[src/rtl/wdt_pkg.sv]
package wdt_pkg;
    typedef enum logic [1:0] {
        ST_RUN   = 2'd0,
        ST_ARMED = 2'd1,
        ST_FIRE  = 2'd2
    } wd_state_e;
endpackage

[src/rtl/wdt_prescale.sv]
module wdt_prescale #(
    parameter int PRE_W = 13
) (
    input  logic clk,
    input  logic rst_n,
    input  logic clr,
    output logic tick
);
    logic [PRE_W-1:0] cnt_q;

    always_ff @(posedge clk or negedge rst_n) begin
        if (!rst_n)   cnt_q <= '0;
        else if (clr) cnt_q <= '0;
        else          cnt_q <= cnt_q + 1'b1;
    end

    assign tick = &cnt_q;
endmodule

[src/rtl/wdt_divider.sv]
module wdt_divider #(
    parameter int TAP_BASE = 6,
    parameter int TAP_STEP = 3
) (
    input  logic       clk,
    input  logic       rst_n,
    input  logic       clr,
    input  logic       tick,
    input  logic [1:0] tap_sel,
    output logic       evt
);
    localparam int DIV_W = TAP_BASE + 3 * TAP_STEP;

    logic [DIV_W-1:0] cnt_q;
    logic [DIV_W-1:0] mask_tab [4];
    logic [DIV_W-1:0] mask;

    for (genvar g = 0; g < 4; g++) begin : g_tap
        localparam int EXP = TAP_BASE + TAP_STEP * g;
        assign mask_tab[g] = DIV_W'((64'd1 << EXP) - 64'd1);
    end

    assign mask = mask_tab[tap_sel];

    always_ff @(posedge clk or negedge rst_n) begin
        if (!rst_n)    cnt_q <= '0;
        else if (clr)  cnt_q <= '0;
        else if (tick) cnt_q <= cnt_q + 1'b1;
    end

    assign evt = tick && ((cnt_q & mask) == mask);
endmodule

[src/rtl/wdt_fsm.sv]
module wdt_fsm
    import wdt_pkg::*;
#(
    parameter int RST_DELAY = 512
) (
    input  logic      clk,
    input  logic      rst_n,
    input  logic      restart,
    input  logic      evt,
    input  logic      rst_en,
    output wd_state_e state,
    output logic      tout_ok,
    output logic      go_fire,
    output logic      cnt_clr,
    output logic      pulse
);
    localparam int DW = $clog2(RST_DELAY + 1);

    wd_state_e      nxt;
    logic [DW-1:0]  dly_q;
    logic [DW-1:0]  dly_d;
    logic           win_end;

    assign win_end = (dly_q == DW'(RST_DELAY - 1));

    always_comb begin
        nxt   = state;
        dly_d = '0;
        if (restart) begin
            nxt = ST_RUN;
        end else begin
            unique case (state)
                ST_RUN: begin
                    if (evt) nxt = ST_ARMED;
                end
                ST_ARMED: begin
                    if (win_end) nxt = rst_en ? ST_FIRE : ST_RUN;
                    else         dly_d = dly_q + 1'b1;
                end
                ST_FIRE: nxt = ST_RUN;
                default: nxt = ST_RUN;
            endcase
        end
    end

    always_ff @(posedge clk or negedge rst_n) begin
        if (!rst_n) begin
            state <= ST_RUN;
            dly_q <= '0;
        end else begin
            state <= nxt;
            dly_q <= dly_d;
        end
    end

    always_comb begin
        pulse   = (state == ST_FIRE);
        go_fire = (state == ST_ARMED) && (nxt == ST_FIRE);
        tout_ok = evt && !restart && (state != ST_FIRE);
        cnt_clr = restart || pulse || go_fire;
    end
endmodule

[src/rtl/wdt_two_stage.sv]
module wdt_two_stage
    import wdt_pkg::*;
#(
    parameter int PRE_W     = 13,
    parameter int TAP_BASE  = 6,
    parameter int TAP_STEP  = 3,
    parameter int RST_DELAY = 512
) (
    input  logic       clk,
    input  logic       rst_n,
    input  logic       irq_en,
    input  logic       rst_en,
    input  logic [1:0] tap_sel,
    input  logic       restart,
    input  logic       clr_flag,
    input  logic       clr_cause,
    output logic       irq,
    output logic       wdt_rst,
    output logic       tout_flag,
    output logic       cause_flag
);
    logic      tick;
    logic      evt;
    logic      tout_ok;
    logic      go_fire;
    logic      cnt_clr;
    wd_state_e state;

    wdt_prescale #(.PRE_W(PRE_W)) u_pre (
        .clk(clk), .rst_n(rst_n), .clr(cnt_clr), .tick(tick)
    );

    wdt_divider #(.TAP_BASE(TAP_BASE), .TAP_STEP(TAP_STEP)) u_div (
        .clk(clk), .rst_n(rst_n), .clr(cnt_clr), .tick(tick),
        .tap_sel(tap_sel), .evt(evt)
    );

    wdt_fsm #(.RST_DELAY(RST_DELAY)) u_fsm (
        .clk(clk), .rst_n(rst_n), .restart(restart), .evt(evt),
        .rst_en(rst_en), .state(state), .tout_ok(tout_ok),
        .go_fire(go_fire), .cnt_clr(cnt_clr), .pulse(wdt_rst)
    );

    always_ff @(posedge clk or negedge rst_n) begin
        if (!rst_n) begin
            tout_flag  <= 1'b0;
            cause_flag <= 1'b0;
        end else begin
            if (tout_ok)       tout_flag <= 1'b1;
            else if (clr_flag) tout_flag <= 1'b0;
            if (go_fire)        cause_flag <= 1'b1;
            else if (clr_cause) cause_flag <= 1'b0;
        end
    end

    assign irq = tout_flag & irq_en;
endmodule

[config.mk]
export PLATFORM = sky130hd
export DESIGN_NAME = wdt_two_stage
export DESIGN_NICKNAME = d
export VERILOG_FILES = /design/src/rtl/wdt_pkg.sv /design/src/rtl/wdt_prescale.sv /design/src/rtl/wdt_divider.sv /design/src/rtl/wdt_fsm.sv /design/src/rtl/wdt_two_stage.sv
export SDC_FILE = /design/constraint.sdc
export NUM_CORES = 1
export LEC_CHECK = 0
export BUFFER_PORTS_ARGS = -buffer_cell sky130_fd_sc_hd__buf_2
export CAP_MARGIN = 20
export CORE_UTILIZATION = 45
export CTS_CLUSTER_DIAMETER = 40
export DETAILED_ROUTE_END_ITERATION = 7
export GPL_ROUTABILITY_DRIVEN = 0
export SLEW_MARGIN = 20
export SYNTH_ARGS = -nofsm -noshare
export SYNTH_HDL_FRONTEND = slang
export SYNTH_HIERARCHICAL = 1
export SYNTH_SLANG_ARGS = --single-unit
[constraint.sdc]
create_clock -name clk -period 2.68 [get_ports clk]
set_input_delay 0.536 -clock clk [delete_from_list [all_inputs] [get_ports clk]]
set_output_delay 0.536 -clock clk [all_outputs]
set_load 0.05 [all_outputs]
==> run metrics <==
status=completed; power density cells=459 mW/mm^2; Post-Route Skew=0.00426 ns; Synth area leader=dfrtp_1; Max-slew headroom=38.1%; crit path kind=reg2reg; CTS clk-pin slew, worst paths=0.08 ns; final core utilization=53.1%; syn avg cell area=10.0 sq um; Final HPWL DP=2880 microns; DRT Wirelength=4120 microns; WL per Instance=14.5 microns; largest net degree at the start of global routing=43; DIE AREA=0.00513 sq mm; Synth Net Count=229; clock insertion delay at the later pin of the skew report=0.29 ns; Area Growth Syn to Fin=9.76%; Worst VDD drop=309 uV; CTS tree=done; root buffer cell=clkbuf_8; FF+latch count, synth=42; core area=0.00450 sq mm; Area contributors post-synth=dfrtp_1 48%, nor2_1 4.1%, a21oi_1 3.7%; IO Port Bufs=12; MaxCap Viol Count=0; post-route ant nets=0; number of CTS-inserted buffers=5; vias in the first global route=1679; final setup vio count=0; number of library cell types mapped by synthesis=42; Critical Path RT=2.86 ns; starting density of the core=48.4%; Syn Inst Count=217; min cycle time layout=2.53 ns; Post-Place Setup Slack=0.200 ns; Total Routing Usage GR=18.2%; Post-Syn Area=0.00218 sq mm; row cnt=24; instance area at placement=0.00229 sq mm; crit path capture type=register; clock sink count=42; drc violations=0; 1st-iter DRT viols=68; setup ws final=0.148 ns; detailed-route via count=1653; Worst Max-Slew Pin Slew=0.928 ns; vias per inst=5.80; I/O pin cnt=13; first-pass GRT wire length=7340 microns; HP Class=in2async; Arr. time, crit path=2.71 ns; Seq/Total Area, Yosys=48.2%; Post-Place Cells=277; Pre-Repair DR Iteration Count=4; RSZ-0062 raised after global routing=no; Startpoint Class=register; Worst Path Max Fanout=8; H-tree depth=2; EDFF count, synth=0; final hold violations=0; share of cells above drive strength 1=15.9%; die height=71.6 microns; Final Cell Area=0.00239 sq mm; overall power=1.10 mW; ys flop type=dfrtp_1; Clock Tree Buf Depth=2; Lkg Pwr=1.01 nW; initial antenna violation count=0; worst hold slack=0.383 ns; Final #Nets=244; Ys Warns=6; final cycle utilization of the critical path=94.5%; area share of the largest cell type after synthesis=48.2%; hold_buf cts=0; grt ovf=0; asr flop ratio synth=100%; DIE WIDTH=71.6 microns; Fmax achieved=0.395 GHz; post-route insts no fill=285; Max Slew Vio Count=0; n_diodes=0; setup TNS=0 ns
## worst max-delay path, cell delays in order, from the launching register on
cell and delay (ns):
dfrtp_1 0.43, ha_1 0.25, nand4_2 0.21, nor4_2 0.26, and2_1 0.19, buf_4 0.14
o211ai_1 0.23, nor4_1 0.32, mux2_2 0.38
## flip-flops by register name (all words and copies together) (netlist names)
register and cells:
u_div/cnt_q 15, u_pre/cnt_q 13, u_fsm/dly_q 10, u_fsm/state 2
cause_flag 1, tout_flag 1
## layout make-up
class	instances	area, sq um
inverter	10	37.5
fill	424	2110
clock inverter	2	12.5
sequential	42	1050
tap	52	65.1
timing repair buffer	14	75.1
clock buffer	6	82.6
multi-input combinational	159	1070
## cells in the final DEF (no fill, tap or decap), types with 2 or more instances in the layout
cell type and count:
nand4_4 2, a21oi_1 16, mux2_2 4, or3_1 8
mux2i_1 2, nor4_1 4, nand2_1 9, nor2b_1 8
or4_1 7, nand4_1 6, clkbuf_8 6, xnor2_1 5
o31ai_1 7, dfrtp_1 42, ha_1 3, buf_2 12
buf_4 2, a21o_1 3, xor2_1 5, nand4_2 2
nor4_2 2, nor2_1 24, and2_1 3, inv_1 10
o21ai_0 10, mux2_1 2, nand3_1 11
## synth_stat cells (2+ instances only)
library cell,number
a21o_1,3
a21oi_1,16
and2_1,3
buf_2,2
clkbuf_1,3
dfrtp_1,42
ha_1,3
inv_1,10
mux2_1,2
mux2_2,4
mux2i_1,2
nand2_1,9
nand3_1,11
nand4_1,6
nand4_2,2
nand4_4,2
nor2_1,24
nor2b_1,8
nor4_1,4
nor4_2,2
o21ai_0,11
o31ai_1,7
or3_1,8
or4_1,7
xnor2_1,5
xor2_1,5
## power breakdown
| group | internal (mW) | switching [mW] |
|---|---|---|
| Clock | 0.207 | 0.210 |
| Combinational | 0.0115 | 0.0272 |
| Sequential | 0.637 | 0.00601 |
## final timing paths
kind	start	end	slack, ns	cells after the start
setup / recovery	u_pre/cnt_q[0]$_DFF_PN0_	u_div/cnt_q[11]$_DFFE_PN0P_	0.15	8
hold / removal	rst_n	u_pre/cnt_q[9]$_DFF_PN0_	0.38	1
setup reg to reg	u_pre/cnt_q[0]$_DFF_PN0_	u_div/cnt_q[11]$_DFFE_PN0P_	0.15	8
hold reg to reg	u_fsm/dly_q[0]$_DFF_PN0_	u_fsm/dly_q[0]$_DFF_PN0_	0.48	1
max in group asynchronous	rst_n	u_fsm/dly_q[9]$_DFF_PN0_	1.73	1
min in group clk	u_fsm/dly_q[0]$_DFF_PN0_	u_fsm/dly_q[0]$_DFF_PN0_	0.48	1
## logic make-up (layout without fill, tap and decap cells)
family                   Yosys count  count (layout)  share of synthesized area, %
AO/OA/AOI/OAI                     44              44                          12.5
XOR/XNOR                          10              10                          4.02
adder cells (fa/ha/maj)            3               3                          1.72
buffers and inverters             16              32                          3.21
flip-flops                        42              42                          48.2
multiplexers                       8               8                          4.02
AND/OR/NAND/NOR                   94              94                          26.3
## per-layer routing
layer	global-route usage, %	up-vias	share of wire (%)
li1	-	818	-
met1	22.8	809	48
met2	31.0	24	49
met3	5.20	2	2.7
met4	5.01	0	0.32
met5	0	-	0
## repair_timing
| action | 4_1_cts | 5_1_grt |
|---|---|---|
| buffers inserted | 0 | 0 |
| endpoints found under the setup margin | 0 | 2 |
| resized for setup | 0 | 2 |
(Power assumes the default switching activity.)
